===== src/rtl/tu_pkg.sv =====
package tu_pkg;
  // control bit positions
  localparam int CB_EN = 0;
  localparam int CB_RS = 1;
  localparam int CB_LD = 2;
  localparam int CB_IE = 3;
  localparam int CB_IP = 4;
  localparam int CB_CH = 5;
  localparam int CB_DH = 6;
  localparam int CTL_W = 7;

  // register select within a region (paddr[3:2])
  localparam logic [1:0] TS_CNT  = 2'd0;
  localparam logic [1:0] TS_RLD  = 2'd1;
  localparam logic [1:0] TS_CTL  = 2'd2;
  localparam logic [1:0] GS_SVAL = 2'd0;
  localparam logic [1:0] GS_SRLD = 2'd1;
  localparam logic [1:0] GS_CFG  = 2'd2;
endpackage


===== src/rtl/tu_prescaler.sv =====
module tu_prescaler #(
  parameter int SCL_W = 8
) (
  input  logic             clk_i,
  input  logic             rst_ni,
  input  logic             val_we_i,
  input  logic             rld_we_i,
  input  logic [SCL_W-1:0] wdata_i,
  output logic [SCL_W-1:0] val_o,
  output logic [SCL_W-1:0] rld_o,
  output logic             tick_o
);
  logic [SCL_W-1:0] val_q, rld_q;

  assign tick_o = (val_q == '0);
  assign val_o  = val_q;
  assign rld_o  = rld_q;

  always_ff @(posedge clk_i or negedge rst_ni) begin
    if (!rst_ni) begin
      val_q <= '0;
      rld_q <= '0;
    end else begin
      if (val_we_i)    val_q <= wdata_i;
      else if (tick_o) val_q <= rld_q;
      else             val_q <= val_q - 1'b1;
      if (rld_we_i)    rld_q <= wdata_i;
    end
  end

  a_r2_reload_on_tick: assert property (@(posedge clk_i) disable iff (!rst_ni)
    (tick_o && !val_we_i) |=> (val_o == $past(rld_o)));
  a_r2_count_down: assert property (@(posedge clk_i) disable iff (!rst_ni)
    (!tick_o && !val_we_i) |=> (val_o == $past(val_o) - 1'b1));
endmodule


===== src/rtl/tu_channel.sv =====
module tu_channel import tu_pkg::*; #(
  parameter  int CNT_W = 16,
  localparam int WD    = (CNT_W > CTL_W) ? CNT_W : CTL_W
) (
  input  logic             clk_i,
  input  logic             rst_ni,
  input  logic             tick_i,
  input  logic             cnt_we_i,
  input  logic             rld_we_i,
  input  logic             ctl_we_i,
  input  logic [WD-1:0]    wdata_i,
  output logic [CNT_W-1:0] cnt_o,
  output logic [CNT_W-1:0] rld_o,
  output logic [CTL_W-1:0] ctl_o,
  output logic             irq_o
);
  logic [CNT_W-1:0] cnt_q, rld_q;
  logic en_q, rs_q, ie_q, ip_q, ch_q, dh_q, pulse_q;
  logic load, uf;

  assign load = ctl_we_i && wdata_i[CB_LD];
  // bus access to the counter overrides the tick in that cycle
  assign uf   = tick_i && en_q && (cnt_q == '0) && !cnt_we_i && !load;

  always_ff @(posedge clk_i or negedge rst_ni) begin
    if (!rst_ni) begin
      cnt_q   <= '0;
      rld_q   <= '0;
      en_q    <= 1'b0;
      rs_q    <= 1'b0;
      ie_q    <= 1'b0;
      ip_q    <= 1'b0;
      ch_q    <= 1'b0;
      dh_q    <= 1'b0;
      pulse_q <= 1'b0;
    end else begin
      if (cnt_we_i)           cnt_q <= wdata_i[CNT_W-1:0];
      else if (load)          cnt_q <= rld_q;
      else if (tick_i && en_q) begin
        if (cnt_q != '0)      cnt_q <= cnt_q - 1'b1;
        else if (rs_q)        cnt_q <= rld_q;
      end
      if (rld_we_i)           rld_q <= wdata_i[CNT_W-1:0];
      if (ctl_we_i) begin
        en_q <= wdata_i[CB_EN];
        rs_q <= wdata_i[CB_RS];
        ie_q <= wdata_i[CB_IE];
        ch_q <= wdata_i[CB_CH];
        dh_q <= wdata_i[CB_DH];
      end else if (uf && !rs_q) begin
        en_q <= 1'b0;
      end
      if (uf)                               ip_q <= 1'b1;
      else if (ctl_we_i && wdata_i[CB_IP])  ip_q <= 1'b0;
      pulse_q <= uf && ie_q;
    end
  end

  assign cnt_o = cnt_q;
  assign rld_o = rld_q;
  assign ctl_o = {dh_q, ch_q, ip_q, ie_q, 1'b0, rs_q, en_q};
  assign irq_o = pulse_q;

  a_r3_freeze: assert property (@(posedge clk_i) disable iff (!rst_ni)
    (!ctl_o[CB_EN] && !cnt_we_i && !load) |=> $stable(cnt_o));
  a_r4_periodic_reload: assert property (@(posedge clk_i) disable iff (!rst_ni)
    (uf && ctl_o[CB_RS]) |=> (cnt_o == $past(rld_o)));
  a_r5_oneshot_stop: assert property (@(posedge clk_i) disable iff (!rst_ni)
    (uf && !ctl_o[CB_RS] && !ctl_we_i) |=> (!ctl_o[CB_EN] && cnt_o == '0));
  a_r6_load_copies: assert property (@(posedge clk_i) disable iff (!rst_ni)
    (load && !cnt_we_i) |=> (cnt_o == $past(rld_o)));
  a_r7_pend_on_underflow: assert property (@(posedge clk_i) disable iff (!rst_ni)
    uf |=> ctl_o[CB_IP]);
  a_r8_pulse_with_pending: assert property (@(posedge clk_i) disable iff (!rst_ni)
    irq_o |-> (ctl_o[CB_IP] && $past(ctl_o[CB_IE])));
endmodule


===== src/rtl/tu_irq_route.sv =====
module tu_irq_route #(
  parameter int N_TIMERS  = 4,
  parameter int IRQ_LINES = 16,
  parameter int BASE_IRQ  = 6,
  parameter bit SEP_IRQ   = 1'b1
) (
  input  logic [N_TIMERS-1:0]  evt_i,
  output logic [IRQ_LINES-1:0] irq_o
);
  generate
    if (SEP_IRQ) begin : g_sep
      always_comb begin
        irq_o = '0;
        irq_o[BASE_IRQ +: N_TIMERS] = evt_i;
      end
    end else begin : g_shared
      always_comb begin
        irq_o = '0;
        irq_o[BASE_IRQ] = |evt_i;
      end
    end
  endgenerate
endmodule


===== src/rtl/mtimer_unit.sv =====
module mtimer_unit import tu_pkg::*; #(
  parameter int N_TIMERS    = 4,
  parameter int CNT_W       = 16,
  parameter int SCL_W       = 8,
  parameter int IRQ_LINES   = 16,
  parameter int BASE_IRQ    = 6,
  parameter bit SEP_IRQ     = 1'b1,
  parameter bit FREEZE_FLAG = 1'b0
) (
  input  logic                 clk_i,
  input  logic                 rst_ni,
  input  logic                 psel_i,
  input  logic                 penable_i,
  input  logic                 pwrite_i,
  input  logic [7:0]           paddr_i,
  input  logic [31:0]          pwdata_i,
  output logic [31:0]          prdata_o,
  output logic [IRQ_LINES-1:0] irq_o
);
  localparam int WD = (CNT_W > CTL_W) ? CNT_W : CTL_W;
  localparam logic [31:0] CFG_WORD =
    {22'b0, FREEZE_FLAG, SEP_IRQ, 5'(BASE_IRQ), 3'(N_TIMERS)};

  logic             wr;
  logic [3:0]       blk;
  logic [1:0]       rsel;
  logic             tick;
  logic [SCL_W-1:0] sval, srld;
  logic [CNT_W-1:0] cnt_a [N_TIMERS];
  logic [CNT_W-1:0] rld_a [N_TIMERS];
  logic [CTL_W-1:0] ctl_a [N_TIMERS];
  logic [N_TIMERS-1:0] evt, ip_vec;
  logic             unused_bits;

  assign wr          = psel_i && penable_i && pwrite_i;
  assign blk         = paddr_i[7:4];
  assign rsel        = paddr_i[3:2];
  assign unused_bits = ^{paddr_i[1:0], pwdata_i};

  tu_prescaler #(.SCL_W(SCL_W)) u_scaler (
    .clk_i    (clk_i),
    .rst_ni   (rst_ni),
    .val_we_i (wr && blk == 4'd0 && rsel == GS_SVAL),
    .rld_we_i (wr && blk == 4'd0 && rsel == GS_SRLD),
    .wdata_i  (pwdata_i[SCL_W-1:0]),
    .val_o    (sval),
    .rld_o    (srld),
    .tick_o   (tick)
  );

  for (genvar i = 0; i < N_TIMERS; i++) begin : g_chan
    logic hit;
    assign hit = wr && (blk == 4'(i + 1));
    tu_channel #(.CNT_W(CNT_W)) u_chan (
      .clk_i    (clk_i),
      .rst_ni   (rst_ni),
      .tick_i   (tick),
      .cnt_we_i (hit && rsel == TS_CNT),
      .rld_we_i (hit && rsel == TS_RLD),
      .ctl_we_i (hit && rsel == TS_CTL),
      .wdata_i  (pwdata_i[WD-1:0]),
      .cnt_o    (cnt_a[i]),
      .rld_o    (rld_a[i]),
      .ctl_o    (ctl_a[i]),
      .irq_o    (evt[i])
    );
    assign ip_vec[i] = ctl_a[i][CB_IP];
  end

  tu_irq_route #(
    .N_TIMERS (N_TIMERS),
    .IRQ_LINES(IRQ_LINES),
    .BASE_IRQ (BASE_IRQ),
    .SEP_IRQ  (SEP_IRQ)
  ) u_route (
    .evt_i (evt),
    .irq_o (irq_o)
  );

  always_comb begin
    prdata_o = '0;
    if (blk == 4'd0) begin
      case (rsel)
        GS_SVAL: prdata_o = 32'(sval);
        GS_SRLD: prdata_o = 32'(srld);
        GS_CFG:  prdata_o = CFG_WORD;
        default: prdata_o = '0;
      endcase
    end else begin
      for (int i = 0; i < N_TIMERS; i++) begin
        if (blk == 4'(i + 1)) begin
          case (rsel)
            TS_CNT:  prdata_o = 32'(cnt_a[i]);
            TS_RLD:  prdata_o = 32'(rld_a[i]);
            TS_CTL:  prdata_o = 32'(ctl_a[i]);
            default: prdata_o = '0;
          endcase
        end
      end
    end
  end

  a_r8_irq_has_pending: assert property (@(posedge clk_i) disable iff (!rst_ni)
    (|irq_o) |-> (|ip_vec));
  a_r8_shared_only_base: assert property (@(posedge clk_i) disable iff (!rst_ni)
    (!SEP_IRQ) |-> ((irq_o & ~(IRQ_LINES'(1) << BASE_IRQ)) == '0));
endmodule


===== config.mk =====
export PLATFORM = sky130hd
export DESIGN_NAME = mtimer_unit
export DESIGN_NICKNAME = d
export VERILOG_FILES = /design/src/rtl/tu_pkg.sv /design/src/rtl/tu_prescaler.sv /design/src/rtl/tu_channel.sv /design/src/rtl/tu_irq_route.sv /design/src/rtl/mtimer_unit.sv
export SDC_FILE = /design/constraint.sdc
export NUM_CORES = 1
export LEC_CHECK = 0
export ABC_AREA = 1
export BUFFER_PORTS_ARGS = -buffer_cell sky130_fd_sc_hd__buf_2
export CAP_MARGIN = 20
export CORE_MARGIN = 8
export CORE_UTILIZATION = 40
export CTS_BUF_LIST = sky130_fd_sc_hd__clkbuf_8
export DETAILED_ROUTE_END_ITERATION = 16
export GPL_TIMING_DRIVEN = 0
export PLACE_DENSITY = 0.62
export SYNTH_ARGS = -nofsm -noshare
export SYNTH_HDL_FRONTEND = slang
export SYNTH_HIERARCHICAL = 1
export SYNTH_SLANG_ARGS = --single-unit

===== constraint.sdc =====
create_clock -name clk_i -period 3.52 [get_ports clk_i]
set_clock_uncertainty 0.2 [all_clocks]
set_input_delay 0.352 -clock clk_i [delete_from_list [all_inputs] [get_ports clk_i]]
set_output_delay 0.352 -clock clk_i [all_outputs]
set_load 0.1 [all_outputs]

* Yosys cells after proc, flatten, opt, wreduce, memory -nomap -nowiden
Index checks and enable logic that the tools add are counted.
** Storage, ports and cells
- Register bits after elaboration :: 172
- Logic and storage cells :: 193
- Input port bits :: 45
- Output and inout port bits :: 48
** Cells by class
- Reductions and logical operators :: 96
- Mux-type cells :: 48
- Add/sub/neg operators :: 5
- Equal/unequal tests :: 6
** Operator list (number)
- two-way mux 16 bit :: 21
- case mux 16 bit (3 select lines) :: 4
- two-way mux 32 bit :: 4
- zero test 16 bit :: 4
- nonzero test 16 bit :: 4
- subtractor 16 x 1 -> 16 bit (second input constant) :: 4
- logical AND 1 bit :: 53
- case mux 9 bit (3 select lines) :: 1
- two-way mux 1 bit :: 16
- two-way mux 8 bit :: 2
- nonzero test 2 bit :: 8
- nonzero test 4 bit :: 4
- zero test 1 bit :: 12
- nonzero test 3 bit :: 4
- equality test 4 x 2 -> 1 bit (second input constant) :: 2
- zero test 8 bit :: 1
- AND reduction 2 bit :: 4
- subtractor 8 x 1 -> 8 bit (second input constant) :: 1
- equality test 4 x 1 -> 1 bit (second input constant) :: 1
- equality test 4 x 3 -> 1 bit (second input constant) :: 1
- zero test 4 bit :: 1
- equality test 2 x 1 -> 1 bit (second input constant) :: 1
- equality test 2 bit (second input constant) :: 1
- zero test 2 bit :: 1

* Depth between registers and ports, before layout
Gate-level depths: netlist of the first run.
- Depth in word-level cells :: 10
- Gate-level depth with buffers :: 16
- Depth with buffers taken out :: 13

* By module
Netlist of the first run, hierarchy kept.
** Modules (own cells, without submodules)
- tu_channel :: cells an instance 355, sequential area each 975.9 um^2, times used 4, area each 2431.1 um^2
- mtimer_unit :: cells an instance 421, sequential area each 0.0 um^2, times used 1, area each 1939.4 um^2
- tu_prescaler :: cells an instance 119, sequential area each 400.4 um^2, times used 1, area each 908.4 um^2
- tu_irq_route :: cells an instance 17, sequential area each 0.0 um^2, times used 1, area each 123.9 um^2

* Least setup slack after synthesis of the first run
OpenSTA, ideal clock, no wires.
- Kind :: input port to output port
- Start point :: input paddr_i[2]
- End point :: output prdata_o[15]
- Slack :: 0.476 ns
- Buffers on the path :: 2
- Data required time :: 2.968 ns
- Cell stages on the path :: 8
- Arrival time :: 2.492 ns
- Cells stage by stage :: buf_4 > inv_4 > nor2_4 > buf_4 > nand2_1 > nand3_1 > nand3_1 > a21oi_1
** Between the ends
- Word-level cells in the longest chain between the ends :: 7
- Elaborated cells between the ends (all ways) :: 12
- Those cells by class :: eq/ne: 2; mux: 9; reduce/logical: 1
** RTL lines
- start: declaration :: line mtimer_unit.sv:15 : input logic [7:0] paddr_i,
- equality test 2 bit (tied with other cells) :: line mtimer_unit.sv:92 : case (rsel)
- case mux 16 bit (3 select lines) :: line mtimer_unit.sv:92
- two-way mux 16 bit :: line mtimer_unit.sv:91 : if (blk == 4'(i + 1)) begin
- two-way mux 32 bit (2 in series) :: line mtimer_unit.sv:91
- two-way mux 32 bit (*) :: line mtimer_unit.sv:91
- two-way mux 32 bit (*) :: line mtimer_unit.sv:82 : if (blk == 4'd0) begin
- end: declaration :: line mtimer_unit.sv:17 : output logic [31:0] prdata_o,
Mark *: on every way between the ends. The rest lies on a longest branch, timed or not.

* Worst setup path after layout of the first run
- Start point :: register g_chan[0].u_chan.cnt_q[9]
- End point :: output prdata_o[9]
** Between the ends
- Word-level cells in the longest chain between the ends :: 6
** RTL lines
- start: declaration :: line tu_channel.sv:17 : logic [CNT_W-1:0] cnt_q, rld_q;
- start signal: assignment :: line tu_channel.sv:37 : if (cnt_we_i) cnt_q <= wdata_i[CNT_W-1:0];
- start signal: assignment :: line tu_channel.sv:38 : else if (load) cnt_q <= rld_q;
- start signal: assignment :: line tu_channel.sv:40 : if (cnt_q != '0) cnt_q <= cnt_q - 1'b1;
- case mux 16 bit (3 select lines) :: line mtimer_unit.sv:92
- two-way mux 16 bit :: line mtimer_unit.sv:91
- two-way mux 32 bit (3 in series) :: line mtimer_unit.sv:91
- two-way mux 32 bit :: line mtimer_unit.sv:82
Every way passes these cells.

==> impl_metrics.yaml, run 1 <==
critical_path:
  crit_path_max_fanout: 6
  r2r_slack_ns: 1.26
  worst_ep_arrival_time_ns: 2.21
  cp-start-kind: "flip-flop"
  critPathKind: "reg -> out"
  crit_path_end_kind: "output port"
  worstPathRequired_ns: 2.97
clock_network:
  clk_pin_slew_ns: 0.11
  worstSkewPairLatency_ns: 0.50
  cts.repair.resized: 0
  cts_made_buffers: 17
  root_buffer: "clkbuf_8"
  htreeDepth: 4
  clockBufferDepth: 2
  cts_sinks: 172
  cts_tree: "yes"
floorplan:
  dieArea_sq_um: 37700
  pin_count: 93
  start_util_pct: 40.44
  coreArea_sq_um: 31390
  die_w_um: 194.2
  die_height_um: 194.2
  num_rows: 65
cells_and_area:
  fin_nets: 2123
  drive_above_1_share_pct: 13.94
  fill_cells: 3336
  final_area_sq_um: 13960
  diodes: 0
  area_growth_pct: 9.964
drt:
  ant_nets: 0
  firstDrtPassIters: 5
  routed_wl_um: 44440
  first_iter_violations: 1459
  wl_per_cell_um: 17.90
  drc: 0
  num_vias: 12780
  viasPerCell: 5.146
yosys:
  ys_seq_area_share_pct: 33.90
  syn_area_per_cell_sq_um: 6.422
  yosysUniqueCellTypes: 31
  ys_seq_elements: 172
  synth.cell_area_sq_um: 12700
  yosysWarnings: 6
  synthCells: 1977
grt:
  grt-ovfl-total: 0
  grt_pass1_wl_um: 69720
  grt_max_degree: 97
  antenna_found_initial: 0
  grt_pass1_vias: 12170
  track_usage_pct: 23.36
timing:
  period_share_pct: 78.57
  relSlewSlack_pct: 49.79
  max_freq_mhz: 361.6
  setup_violations: 0
  finalMaxSlewViolations: 0
  worst-slew-pin-transition_ns: 0.7473
  rsz0062_at_grt: "no"
  fin_tns_setup_ns: 0
  fin_crit_ns: 2.766
  hold_viol_final: 0
flow_run:
  drv_cap: 0
placed_design:
  gp_congestion: 0.9717
  portBuffers: 44
  post_dp_cell_area_sq_um: 13550
  hpwlAfterDp_um: 32690
pwr:
  peakVddDrop_uv: 184.0
  leakagePower_uw: 0.007744
  powerDensity_nw_per_um2: 350.7
  total_power_uw: 4896
min_path:
  hp-class: "in -> reg"
status:
  status: "complete, no violations"
==> Yosys cell counts, drive strengths merged <==
cell type / number / share of area, %
nand2: 869 / 26
nand4: 17 / 0.84
ha: 10 / 0.99
xnor2: 8 / 0.55
o21bai: 4 / 0.24
inv: 141 / 4.2
o211ai: 1 / 0.099
mux2: 33 / 2.9
o21ai: 57 / 2.3
conb: 6 / 0.18
xor2: 9 / 0.62
nand3: 176 / 7.1
buf: 115 / 6.4
a21oi: 36 / 1.5
nand3b: 20 / 1.2
a22o: 8 / 0.55
nor2: 268 / 9.3
dfrtp: 172 / 34
clkbuf: 21 / 0.62
nor3: 6 / 0.24
==> path summary, 6_finish.rpt <==
| path | startpoint | endpoint | cells after the start |
|---|---|---|---|
| max in group asynchronous | rst_ni | g_chan[2].u_chan/cnt_o[7] | 3 |
| max | g_chan[0].u_chan/cnt_o[9] | prdata_o[9] | 7 |
| min | pwdata_i[10] | g_chan[1].u_chan/rld_o[10] | 3 |
| max reg2reg | u_scaler/val_o[0] | g_chan[2].u_chan/cnt_o[13] | 12 |
| min in group asynchronous | rst_ni | g_chan[0].u_chan/irq_o | 2 |
| min reg2reg | g_chan[0].u_chan/dh_q | g_chan[0].u_chan/dh_q | 2 |
==> power by group <==
| group | switching (uW) | internal [uW] |
|---|---|---|
| Sequential | 216 | 2130 |
| Clock | 872 | 608 |
| Combinational | 749 | 324 |
==> cells in the final DEF (no fill, tap or decap), types with 4 or more instances in the layout <==
cell / n
clkbuf_1: 21
buf_2: 74
o21bai_1: 4
a21oi_1: 34
ha_1: 10
inv_6: 5
a22o_1: 8
nand4_1: 17
nand2_2: 6
inv_8: 4
nor2_4: 16
buf_6: 8
conb_1: 32
nor3_1: 6
clkinvlp_4: 4
o21ai_0: 56
inv_1: 137
dfrtp_1: 172
nand2_4: 8
clkbuf_8: 18
nand3b_1: 20
nor2_2: 23
xnor2_1: 8
nand3_1: 172
mux2_2: 33
nand2_1: 855
xor2_1: 9
buf_4: 76
nand3_2: 4
nor2_1: 229
==> layer usage <==
layer	wire length [um]	share of wire (%)	global-route usage, %	vias to the layer above
li1	-	-	-	6257
met1	20060	45	31.20	5976
met2	20140	45	37.16	458
met3	2603	5.9	3.558	87
met4	1638	3.7	9.929	0
met5	0	0	0	-
==> layout make-up <==
class | count | area, sq um | area share (%)
flip-flops and latches | 172 | 4304 | 30.83
well taps | 402 | 503.0 | 3.603
inverters | 141 | 531.8 | 3.809
multi-input cells | 1554 | 7063 | 50.59
plain buffers | 136 | 894.6 | 6.408
repair buffers | 46 | 267.8 | 1.918
clock inverters | 14 | 148.9 | 1.067
clock buffers | 18 | 247.7 | 1.775
==> critical path: stages, from the launching register on <==
cell	delay (ns)
dfrtp_1	0.48
nand2_1	0.08
nand2_1	0.09
nand2_1	0.06
nand2_1	0.10
nand3_1	0.18
a21oi_1	0.25
buf_2	0.47
==> metrics by stage <==
step | setup WS [ns] | std cells | util [%] | hold WS [ns]
detailed placement | 0.5006 | 2450 | 43.18 | 0.1940
CTS | 0.7777 | 2483 | 44.47 | 0.06532
global placement | -1.071 | 2449 | 43.06 | 0.2577
floorplan | 0.4764 | 2003 | - | -0.1436
global route | 0.6657 | 2483 | 44.47 | 0.07394
finish | 0.7543 | 2483 | 44.47 | 0.08553
==> cell families (layout without fill, tap and decap cells) <==
group | Yosys count | count (layout) | share of synthesized area [%]
xor gates and xnor gates | 17 | 17 | 1.173
AOI/OAI and AO/OA | 106 | 106 | 4.642
muxes | 33 | 33 | 2.927
DFF | 172 | 172 | 33.90
adders and majority gates | 10 | 10 | 0.9855
buffers and inverters | 277 | 355 | 11.23
and+or+nand+nor | 1356 | 1356 | 44.96
other | 6 | 32 | 0.1774
==> state kept, by name (all words and copies together), names as in the netlist <==
register and flops:
u_scaler/rld_o 8, g_chan.u_chan/ch_q 4, g_chan.u_chan/cnt_o 64, g_chan.u_chan/irq_o 4
u_scaler/val_o 8, g_chan.u_chan/rld_o 64, g_chan.u_chan/ip_q 4, g_chan.u_chan/dh_q 4
g_chan.u_chan/ie_q 4, g_chan.u_chan/rs_q 4, g_chan.u_chan/en_q 4
==> what timing repair did <==
item	CTS	global route
hold buffers	1	0
buffers inserted	0	0
hold endpoints to repair	76	0
Note: power is estimated with default switching activity, not from simulation.
==> run 2, diff against run 1 <==
Settings changed: PLACE_DENSITY 0.62 to 0.64.
Clock period 3.52 ns to 2.5 ns, I/O delays scaled along.
==> run 2 against run 1 <==
Sequential share of layout area fell by 0.31 points. Critical path depth did not move. Combinational power rose by 43%. Register-to-register slack got worse by 1.1 ns. Via count grew 0.59%. Clock power increased by 48%. Clock-buffer cell count down 1. Core utilization grew 0.45 points. Non-clock buffer count grew 4. Largest cell class unchanged. Routed wire length fell by 2.3%.
==> impl_metrics.yaml, run 2 (synthesis gave the netlist of run 1 again) <==
min_path:
  hold_start: "pwdata_i[0]"
  hp-class: "in -> reg"
drt:
  num_vias: 12850
  first_iter_violations: 1539
  ant_nets: 0
  routed_wl_um: 43430
  wl_per_cell_um: 17.46
  drc: 0
  viasPerCell: 5.168
  firstDrtPassIters: 8
critical_path:
  worst_path_max_delay_cell: "dfrtp_1"
  crit_path_frequent_cell: "nand2_1"
  cpPeakStageDelay_ns: 0.51
  cp-start-kind: "flip-flop"
  rr_worst_depth: 12
  crit_end: "prdata_o[10]"
  worstPathCellList: "nand2_1 > nand3_1 > nand2_1 > nand2_1 > nand2_1 > a21oi_1 > buf_6"
  r2r-end: "g_chan[3].u_chan/cnt_o[11]"
  worst_ep_arrival_time_ns: 1.97
  critPathKind: "reg -> out"
  r2r_start: "u_scaler/val_o[1]"
  crit_path_max_fanout: 6
  r2r_slack_ns: 0.20
  path_delay_family: "flip-flops"
  crit_path_end_kind: "output port"
  crit_cells: 7
  worstPathRequired_ns: 2.05
  worstSetupStartpoint: "g_chan[0].u_chan/cnt_o[10]"
  critical_path_buf_inv_count: 1
clock_network:
  clk_pin_slew_ns: 0.11
  root_buffer: "clkbuf_8"
  worstSkewPairLatency_ns: 0.49
  cts_setup_buffers: 0
  cts_made_buffers: 17
  clockBufferDepth: 2
  cts_tree: "yes"
  htreeDepth: 4
  cts_sinks: 172
timing:
  hold_viol_final: 0
  worst-slew-pin-transition_ns: 0.7536
  rsz0062_at_grt: "no"
  finalMaxSlewViolations: 0
  fin_crit_ns: 2.419
  relSlewSlack_pct: 49.37
  setup_violations: 0
  period_share_pct: 96.77
  fin_tns_setup_ns: 0
  max_freq_mhz: 413.4
grt:
  track_usage_pct: 22.82
  antenna_found_initial: 0
  grt_pass1_wl_um: 67920
  grt_pass1_vias: 12050
  grt_max_degree: 112
  grt-ovfl-total: 0
cells_and_area:
  multi_input_area_sq_um: 7101
  drive_above_1_share_pct: 14.29
  fin_nets: 2127
  final_area_sq_um: 14100
  fill_cells: 3298
  diodes: 0
  area_growth_pct: 11.07
  regArea_sq_um: 4304
  final_common_cell: "nand2_1"
  final_cell_mix: "855 x nand2_1, 224 x nor2_1, 172 x nand3_1, 172 x dfrtp_1, 138 x inv_1"
  final_cells: 2487
placed_design:
  post_dp_cell_area_sq_um: 13570
  portBuffers: 44
  placedCellCount: 2450
  gp_congestion: 0.9344
  hpwlAfterDp_um: 31840
floorplan:
  start_util_pct: 40.44
  die_w_um: 194.2
  pin_count: 93
  coreArea_sq_um: 31390
  die_height_um: 194.2
  dieArea_sq_um: 37700
  num_rows: 65
pwr:
  total_power_uw: 7017
  leakagePower_uw: 0.007788
  peakVddDrop_uv: 287.6
  powerDensity_nw_per_um2: 497.6
flow_run:
  drv_cap: 0
status:
  status: "complete, no violations"
==> run 2: layout make-up <==
cell class | count | share of cell area, %
tap | 402 | 3.567
buffer | 136 | 6.344
multi-input combinational | 1554 | 50.36
timing repair buffer | 50 | 2.440
sequential | 172 | 30.52
clock inverter | 15 | 1.340
clock buffer | 17 | 1.659
inverter | 141 | 3.771
==> run 2: metal layers <==
metal | GRT usage, % | vias up | part of all wire, %
met1 | 30.50 | 6054 | 44
met4 | 8.175 | 0 | 3.0
met2 | 36.56 | 478 | 46
met3 | 4.078 | 77 | 7.2
met5 | 0 | - | 0
li1 | - | 6245 | -
==> run 2: worst min-delay path by stage <==
stage	to	slack [ns]	cells after the start
2_1_floorplan	g_chan[0].u_chan/ch_q	-0.25	0
3_3_place_gp	g_chan[2].u_chan/dh_q	0.26	2
3_5_place_dp	g_chan[2].u_chan/cnt_o[5]	0.03	1
4_1_cts	g_chan[3].u_chan/rld_o[0]	0.01	3
5_1_grt	g_chan[2].u_chan/rld_o[9]	0.02	2
6_report	g_chan[3].u_chan/rld_o[0]	0.04	3
==> run 2: per-stage QoR <==
stage	setup WS [ns]	hold slack, ns	utilization (%)
after floorplan	-0.3356	-0.2456	-
after global placement	-1.965	0.2563	43.10
after detailed placement	-0.3887	0.02789	43.22
after CTS	0.01869	0.01126	44.79
after global routing	0.002845	0.01964	44.92
final	0.08085	0.03521	44.92
==> run 2: worst register-to-register path, delay by kind of cell (launching register included) <==
family,cells,cell delay (ns)
simple gates,8,0.87
buf+inv,3,0.56
flops,1,0.43
fa+ha+maj,1,0.17
==> run 2: power breakdown <==
group | internal, uW | total, uW | switching, uW
sequential | 2990 | 3300 | 305
combinational | 472 | 1530 | 1060
clock | 1010 | 2190 | 1180
total | 4480 | 7020 | 2540
==> run 2: repair_timing <==
item | CTS | global route
resized for setup | 8 | 13
pin swaps | 0 | 0
endpoints found under the setup margin | 8 | 21
cloned | 0 | 0
hold buffers | 5 | 0
endpoints found under the hold margin | 77 | 0
